$ cat src/rtl/stat_bank_pkg.sv
// Package: shared constants and the register address map of the status bank.
// Assumes a 3-bit host address; addresses 5..7 are unused.
package stat_bank_pkg;
    localparam int NREG = 3;
    localparam int AW   = 3;

    typedef enum logic [AW-1:0] {
        A_STAT1  = 3'd0,
        A_STAT2  = 3'd1,
        A_INFO   = 3'd2,
        A_IMASK1 = 3'd3,
        A_IMASK2 = 3'd4
    } reg_addr_e;
endpackage

$ cat src/rtl/evt_sync.sv
// Module: two-flop synchronizer for a vector of independent event inputs.
// Assumes each bit is a slow level or a pulse of at least one clock period;
// no coherence across bits is implied.
module evt_sync #(
    parameter int W = 8
) (
    input  logic         clk,
    input  logic         rst_n,
    input  logic [W-1:0] d_async,
    output logic [W-1:0] q_sync
);
    logic [W-1:0] meta_q;

    // Two register stages bring the inputs into the clock domain.
    always_ff @(posedge clk) begin
        if (!rst_n) begin
            meta_q <= '0;
            q_sync <= '0;
        end else begin
            meta_q <= d_async;
            q_sync <= meta_q;
        end
    end
endmodule

$ cat src/rtl/stat_reg.sv
// Module: one latched status register with a masked snapshot-and-clear.
// A mask write copies the selected latched bits into the read-back register
// and clears them; a new event in the same cycle wins over the clear.
// LEVEL picks which bits re-set while their input is high (others are edge).
// Assumes evt is already synchronous to clk.
module stat_reg #(
    parameter int           W     = 8,
    parameter logic [W-1:0] LEVEL = '0
) (
    input  logic         clk,
    input  logic         rst_n,
    input  logic [W-1:0] evt,
    input  logic         wr_sel,
    input  logic [W-1:0] wmask,
    output logic [W-1:0] lat,
    output logic [W-1:0] rb
);
    logic [W-1:0] evt_prev;
    logic [W-1:0] set_v;
    logic [W-1:0] clr;

    // Level bits set while high, edge bits set only on a rising transition.
    always_comb begin
        set_v = (evt & LEVEL) | (evt & ~evt_prev & ~LEVEL);
        clr   = wr_sel ? wmask : '0;
    end

    // Delay stage used for rising-edge detection.
    always_ff @(posedge clk) begin
        if (!rst_n) evt_prev <= '0;
        else        evt_prev <= evt;
    end

    // Latch update: selected bits clear, new events set, set wins.
    always_ff @(posedge clk) begin
        if (!rst_n) lat <= '0;
        else        lat <= (lat & ~clr) | set_v;
    end

    // Read-back update: selected bits load the latched value, others hold.
    always_ff @(posedge clk) begin
        if (!rst_n) rb <= '0;
        else        rb <= (rb & ~clr) | (lat & clr);
    end


    lat_hold_chk: assert property (@(posedge clk) disable iff (!rst_n)
        |(lat & ~clr) |=> ((lat & $past(lat & ~clr)) == $past(lat & ~clr)));


    lat_clear_chk: assert property (@(posedge clk) disable iff (!rst_n)
        |(clr & ~set_v & lat) |=> ((lat & $past(clr & ~set_v)) == '0));


    rb_load_chk: assert property (@(posedge clk) disable iff (!rst_n)
        |clr |=> ((rb & $past(clr)) == ($past(lat) & $past(clr))));


    rb_keep_chk: assert property (@(posedge clk) disable iff (!rst_n)
        1'b1 |=> (((rb ^ $past(rb)) & ~$past(clr)) == '0));


    set_wins_chk: assert property (@(posedge clk) disable iff (!rst_n)
        |set_v |=> ((lat & $past(set_v)) == $past(set_v)));
endmodule

$ cat src/rtl/stat_bank_top.sv
// Module: bank of two interrupting status registers and one information
// register behind a synchronous host register port, with two interrupt masks.
// Assumes one-cycle strobes, never both strobes in one cycle, and
// asynchronous event inputs.
module stat_bank_top
    import stat_bank_pkg::*;
#(
    parameter int            DW      = 8,
    parameter logic [DW-1:0] LVL_S1  = 8'h01,
    parameter logic [DW-1:0] LVL_S2  = 8'h00,
    parameter logic [DW-1:0] LVL_INF = 8'h03
) (
    input  logic          clk,
    input  logic          rst_n,
    input  logic          host_wr,
    input  logic          host_rd,
    input  logic [2:0]    host_addr,
    input  logic [DW-1:0] host_wdata,
    output logic [DW-1:0] host_rdata,
    input  logic [DW-1:0] evt_s1,
    input  logic [DW-1:0] evt_s2,
    input  logic [DW-1:0] evt_inf,
    output logic          irq1_n,
    output logic          irq2_n
);
    logic [NREG-1:0][DW-1:0] evt_raw;
    logic [NREG-1:0][DW-1:0] evt_sy;
    logic [NREG-1:0][DW-1:0] lat_all;
    logic [NREG-1:0][DW-1:0] rb_all;
    logic [NREG-1:0][DW-1:0] imask_all;
    logic [NREG-1:0]         wr_stat;
    logic [NREG-1:0]         irq_vec;
    logic [DW-1:0]           imask1_q;
    logic [DW-1:0]           imask2_q;
    logic [DW-1:0]           rd_mux;
    logic                    info_irq_unused;

    // Gather the event vectors and the masks in register order.
    always_comb begin
        evt_raw[0]   = evt_s1;
        evt_raw[1]   = evt_s2;
        evt_raw[2]   = evt_inf;
        imask_all[0] = imask1_q;
        imask_all[1] = imask2_q;
        imask_all[2] = '0;
    end

    genvar gi;
    generate
        for (gi = 0; gi < NREG; gi++) begin : g_reg
            localparam logic [DW-1:0] LV =
                (gi == 0) ? LVL_S1 : ((gi == 1) ? LVL_S2 : LVL_INF);

            assign wr_stat[gi] = host_wr && (host_addr == AW'(gi));

            evt_sync #(.W(DW)) u_sync (
                .clk     (clk),
                .rst_n   (rst_n),
                .d_async (evt_raw[gi]),
                .q_sync  (evt_sy[gi])
            );

            stat_reg #(.W(DW), .LEVEL(LV)) u_reg (
                .clk    (clk),
                .rst_n  (rst_n),
                .evt    (evt_sy[gi]),
                .wr_sel (wr_stat[gi]),
                .wmask  (host_wdata),
                .lat    (lat_all[gi]),
                .rb     (rb_all[gi])
            );

            assign irq_vec[gi] = |(lat_all[gi] & imask_all[gi]);
        end
    endgenerate

    assign irq1_n          = ~irq_vec[0];
    assign irq2_n          = ~irq_vec[1];
    assign info_irq_unused = irq_vec[2];

    // Interrupt mask registers, plain writes.
    always_ff @(posedge clk) begin
        if (!rst_n) begin
            imask1_q <= '0;
            imask2_q <= '0;
        end else if (host_wr) begin
            if (host_addr == A_IMASK1) imask1_q <= host_wdata;
            if (host_addr == A_IMASK2) imask2_q <= host_wdata;
        end
    end

    // Read-data select by address; unused addresses give zero.
    always_comb begin
        case (host_addr)
            A_STAT1:  rd_mux = rb_all[0];
            A_STAT2:  rd_mux = rb_all[1];
            A_INFO:   rd_mux = rb_all[2];
            A_IMASK1: rd_mux = imask1_q;
            A_IMASK2: rd_mux = imask2_q;
            default:  rd_mux = '0;
        endcase
    end

    // Registered read port, updated only on a read strobe.
    always_ff @(posedge clk) begin
        if (!rst_n)       host_rdata <= '0;
        else if (host_rd) host_rdata <= rd_mux;
    end


    irq1_off_chk: assert property (@(posedge clk) disable iff (!rst_n)
        (host_wr && host_addr == A_IMASK1 && host_wdata == '0) |=> irq1_n);


    irq2_off_chk: assert property (@(posedge clk) disable iff (!rst_n)
        (host_wr && host_addr == A_IMASK2 && host_wdata == '0) |=> irq2_n);


    unused_rd_chk: assert property (@(posedge clk) disable iff (!rst_n)
        (host_rd && host_addr > 3'd4) |=> (host_rdata == '0));


    rd_hold_chk: assert property (@(posedge clk) disable iff (!rst_n)
        !host_rd |=> $stable(host_rdata));
endmodule

$ cat config.mk
export PLATFORM = sky130hd
export DESIGN_NAME = stat_bank_top
export DESIGN_NICKNAME = d
export VERILOG_FILES = /design/src/rtl/stat_bank_pkg.sv /design/src/rtl/evt_sync.sv /design/src/rtl/stat_reg.sv /design/src/rtl/stat_bank_top.sv
export SDC_FILE = /design/constraint.sdc
export NUM_CORES = 1
export LEC_CHECK = 0
export BUFFER_PORTS_ARGS = -buffer_cell sky130_fd_sc_hd__buf_2
export CORE_AREA = 4 4 94 105
export DETAILED_ROUTE_END_ITERATION = 8
export DIE_AREA = 0 0 98 109
export PLACE_DENSITY = 0.77
export SYNTH_ARGS = -nofsm -noshare
export SYNTH_HDL_FRONTEND = slang
export SYNTH_SLANG_ARGS = --single-unit
$ cat constraint.sdc
create_clock -name clk -period 1.9 [get_ports clk]
set_input_delay 0.38 -clock clk [delete_from_list [all_inputs] [get_ports clk]]
set_output_delay 0.38 -clock clk [all_outputs]
set_load 0.03 [all_outputs]
Yosys cells after proc, flatten, opt, wreduce, memory -nomap -nowiden
Index checks and enable logic that the tools add are counted.
{"block": "word_totals", "inputBits": 39, "output_inout_bits": 10, "regBits": 144, "elab_cells": 64}
{"block": "op_classes", "eq_ne": 4, "n_reduce_logical": 8, "mux": 4, "bitwise_logic": 30}
{"cell": "$and 8x8->8", "count": 14}
{"cell": "$not 8->8", "count": 6}
{"cell": "$or 8x8->8", "count": 6}
{"cell": "$pmux 8 s5", "count": 1}
{"cell": "$mux 8", "count": 3}
{"cell": "$reduce_or 8->1", "count": 2}
{"cell": "$or 1x8->8", "count": 1}
{"cell": "$or 2x8->8", "count": 1}
{"cell": "$eq 3x2->1 const B", "count": 2}
{"cell": "$reduce_and 2->1", "count": 2}
{"cell": "$eq 3x1->1 const B", "count": 1}
{"cell": "$eq 3x3->1 const B", "count": 1}
{"cell": "$logic_and 1x1->1", "count": 3}
{"cell": "$logic_not 3->1", "count": 1}
{"cell": "$not 1->1", "count": 2}

Depth between registers and ports, before layout
{"block": "logic_depth", "word_depth": 6, "ltp_mapped": 5, "mapped_depth_nobuf": 3}

By module
Synthesis repeated with hierarchy kept, for this count alone.
{"block": "hier_totals", "hier_cells": 488, "hier_area_um2": 5149.9}
{"mod": "stat_bank_top", "cells_each": 146, "instances": 1, "area_each_um2": 1370.1}
{"mod": "evt_sync", "cells_each": 33, "instances": 3, "area_each_um2": 446.7}
{"mod": "stat_reg (g_reg[1].u_reg)", "cells_each": 83, "instances": 1, "area_each_um2": 840.8}
{"mod": "stat_reg (g_reg[0].u_reg)", "cells_each": 81, "instances": 1, "area_each_um2": 818.3}
{"mod": "stat_reg (g_reg[2].u_reg)", "cells_each": 79, "instances": 1, "area_each_um2": 780.7}

Least setup slack after synthesis
OpenSTA, ideal clock, no wires.
{"block": "synth_timing", "path_kind": "input to register", "from": "in host_addr[0]", "to": "reg (tool-made name)", "n_path_buf": 2, "setup_slack_ns": 0.417, "setup_time_ns": 0.132, "arrival_time_ns": 1.351, "cell_stages": 5, "required_ns": 1.768, "path_cell_list": "buf_2 or4b_4 buf_6 o21ai_2 a21oi_1"}
{"element": "start: declaration", "line_no": "stat_bank_top.sv:17", "text": "input logic [2:0] host_addr,"}

Final worst setup path
{"block": "layout_timing", "from": "reg g_reg[0].u_reg.lat[2]", "to": "out irq1_n"}
{"block": "layout_via", "elab_chain_cells": 3}
{"element": "start: declaration", "line_no": "stat_reg.sv:15", "text": "output logic [W-1:0] lat,"}
{"element": "start signal: assignment", "line_no": "stat_reg.sv:37", "text": "else lat <= (lat & ~clr) | set_v;"}
{"element": "$and 8x8->8", "line_no": "stat_bank_top.sv:73", "text": "assign irq_vec[gi] = |(lat_all[gi] & imask_all[gi]);"}
{"element": "$reduce_or 8->1", "line_no": "stat_bank_top.sv:73"}
{"element": "$not 1->1", "line_no": "stat_bank_top.sv:77", "text": "assign irq1_n = ~irq_vec[0];"}
{"element": "end: declaration", "line_no": "stat_bank_top.sv:23", "text": "output logic irq1_n,"}
Every way passes these cells.

==> impl_metrics.json <==
{
  "port_buffers": 48,
  "rsz0062_at_grt": "no",
  "h-tree-depth": 4,
  "r2r_cells": 3,
  "firstDrtPassIters": 5,
  "synthCells": 504,
  "p_per_area_mw_per_mm2": 1110,
  "hold_class": "in -> reg",
  "total_power_mw": 6.61,
  "fin_skew_ns": 0.00585,
  "finalWorstSetupSlack_ns": 0.0526,
  "die-width_um": 98,
  "yosysUniqueCellTypes": 31,
  "final_nets": 591,
  "syn_area_per_cell_um2": 9.93,
  "fin_hold_ws_ns": 0.0704,
  "rrSetupSlack_ns": 0.75,
  "post-route-period-util_pct": 97.2,
  "cp_max_fo": 3,
  "worstSetupStartpoint": "g_reg[0].u_reg.lat[2]",
  "antenna_left": 0,
  "arrival_ns": 1.47,
  "cts_sinks": 141,
  "place_ws_ns": 0.218,
  "dieArea_mm2": 0.0107,
  "worstHoldStart": "evt_inf[2]",
  "ir_drop_mv": 0.736,
  "drt-wirelength-per-cell_um": 15.5,
  "core_mm2": 0.00878,
  "rows": 36,
  "setup_viol": 0,
  "busiest_layer": "met2",
  "setup_tns_ns": 0,
  "hold_viol_final": 0,
  "final_cell_mix": "dfxtp_1 (141), and2_1 (69), nand2_1 (49), buf_2 (46), a21oi_1 (40)",
  "end_kind": "output port",
  "grtUsageTotal_pct": 20.9,
  "fillerInstances": 699,
  "timing.fmax_ghz": 0.541,
  "p_leak_nw": 2.36,
  "ctsResizeCount": 0,
  "grtUsageMet1_pct": 24.4,
  "boundaryPins": 49,
  "cts_buffers": 17,
  "worst_pin_slew_ns": 0.524,
  "layout_commonest_cell": "dfxtp_1",
  "dp_hpwl_mm": 7.24,
  "clkPwrFrac_pct": 47.8,
  "clk_pin_slew_ns": 0.06,
  "worstHoldEndpoint": "g_reg[2].u_sync.meta_q[2]",
  "yosys_warnings": 0,
  "drtIter0Drc": 222,
  "grt_max_degree": 49,
  "antenna_found_initial": 0,
  "hold_buffers": 0,
  "worstReg2RegEnd": "host_rdata[7]",
  "grt_pass1_wl_mm": 17.3,
  "max_cap_violations": 0,
  "cp-start-kind": "register",
  "synth_seq_cells": 141,
  "combinationalPowerShare_pct": 5.1,
  "grt-ovfl-total": 0,
  "seq_power_share_pct": 47.1,
  "area_growth_pct": 19.0,
  "insertion_delay_ns": 0.51,
  "path_class": "reg -> out",
  "cts_setup_buffers": 0,
  "netSwitchingPower_mw": 1.61,
  "grt_pass1_vias": 3557,
  "vias": 3674,
  "internal_power_mw": 5.00,
  "swShare_pct": 24.3,
  "initial_core_util_pct": 57.0,
  "netlist_area_mm2": 0.00500,
  "use_met3_pct": 5.69,
  "slew_headroom_pct": 64.9,
  "ys_seq_area_share_pct": 56.4,
  "drc": 0,
  "synth_nets": 543,
  "viasPerCell": 5.41,
  "drive_above_1_share_pct": 21.8,
  "diodes": 0,
  "gp_congestion": 0.918,
  "globalRouteMet2Util_pct": 34.4,
  "fp.dieH_um": 109,
  "cts_max_path_buffers": 2,
  "worstPathRequired_ns": 1.52,
  "min_path_cells": 2,
  "fin_crit_ns": 1.85,
  "slew_violations": 0,
  "root_buffer": "clkbuf_8",
  "status": "completed",
  "cts_tree": "built",
  "routed_wl_mm": 10.5
}
-- metrics by stage --
step	cells	instance area (um^2)	utilization, %
after CTS	679	5930	67.5
after global placement	647	5350	60.9
final	679	5950	67.8
after detailed placement	647	5350	60.9
after global routing	679	5950	67.8
after floorplan	504	5000	-
-- cell type report --
cell class                      instances  area [um^2]  area share (%)
Multi-Input combinational cell        313         1990            33.4
Clock inverter                         15          173            2.90
Tap cell                              114          143            2.40
Sequential cell                       141         2820            47.4
Clock buffer                           17          414            6.96
Timing Repair Buffer                   58          333            5.59
Inverter                               21         78.8            1.32
-- worst max-delay path: stages, from the launching register on --
cell and delay, ns:
dfxtp_1 0.35, a22oi_1 0.19, and4_1 0.25, buf_4 0.17
-- power by group through the flow --
stage | combinational [mW] | sequential (mW) | clock, mW
5_1_grt | 0.374 | 3.12 | 3.35
3_3_place_gp | 0.324 | 3.17 | 0
4_1_cts | 0.337 | 3.11 | 3.22
3_5_place_dp | 0.333 | 3.17 | 0
2_1_floorplan | 0.203 | 3.17 | 0
6_report | 0.337 | 3.11 | 3.16
-- cells in the mapped netlist, drive strengths merged --
master,instances,area share (%)
and4,2,0.35
nand2,49,3.7
nand4bb,1,0.23
a21oi,40,4.0
nor4bb,2,0.40
nand4b,1,0.18
nor2b,2,0.25
o21ai,32,4.0
o211ai,1,0.15
mux2,16,3.6
and2,69,8.6
dfxtp,141,56
nor2,17,1.3
inv,21,1.6
nand3,16,1.6
a311oi,8,1.4
a22oi,8,1.2
nand2b,13,1.6
and4bb,1,0.25
buf,11,1.3
clkbuf,18,1.4
nor4b,1,0.48
and4b,1,0.20
a32oi,8,1.4
or4b,1,0.28
mux2i,16,3.2
o22ai,8,1.0
-- per-layer routing --
metal  vias up  share of wire (%)
li1       1811                  -
met2       144                 49
met4         0                3.7
met1      1692                 41
met3        27                6.1
met5         -                  0
-- worst max-delay path by stage --
stage | to | slack (ns) | depth (start not counted)
floorplan | register | 0.42 | 5
global placement | register | 0.24 | 4
detailed placement | register | 0.22 | 4
CTS | irq1_n | 0.009 | 3
global route | irq2_n | 0.003 | 3
finish | irq1_n | 0.05 | 3
-- cells by family (layout without fill, tap and decap cells) --
family          after synthesis  after routing  share of synthesized area [%]
simple gates                176            176                           19.4
flops                       141            141                           56.4
compound gates              105            105                           13.1
buf+inv                      50            111                           4.25
mux                          32             32                           6.80
(Power assumes the default switching activity.)
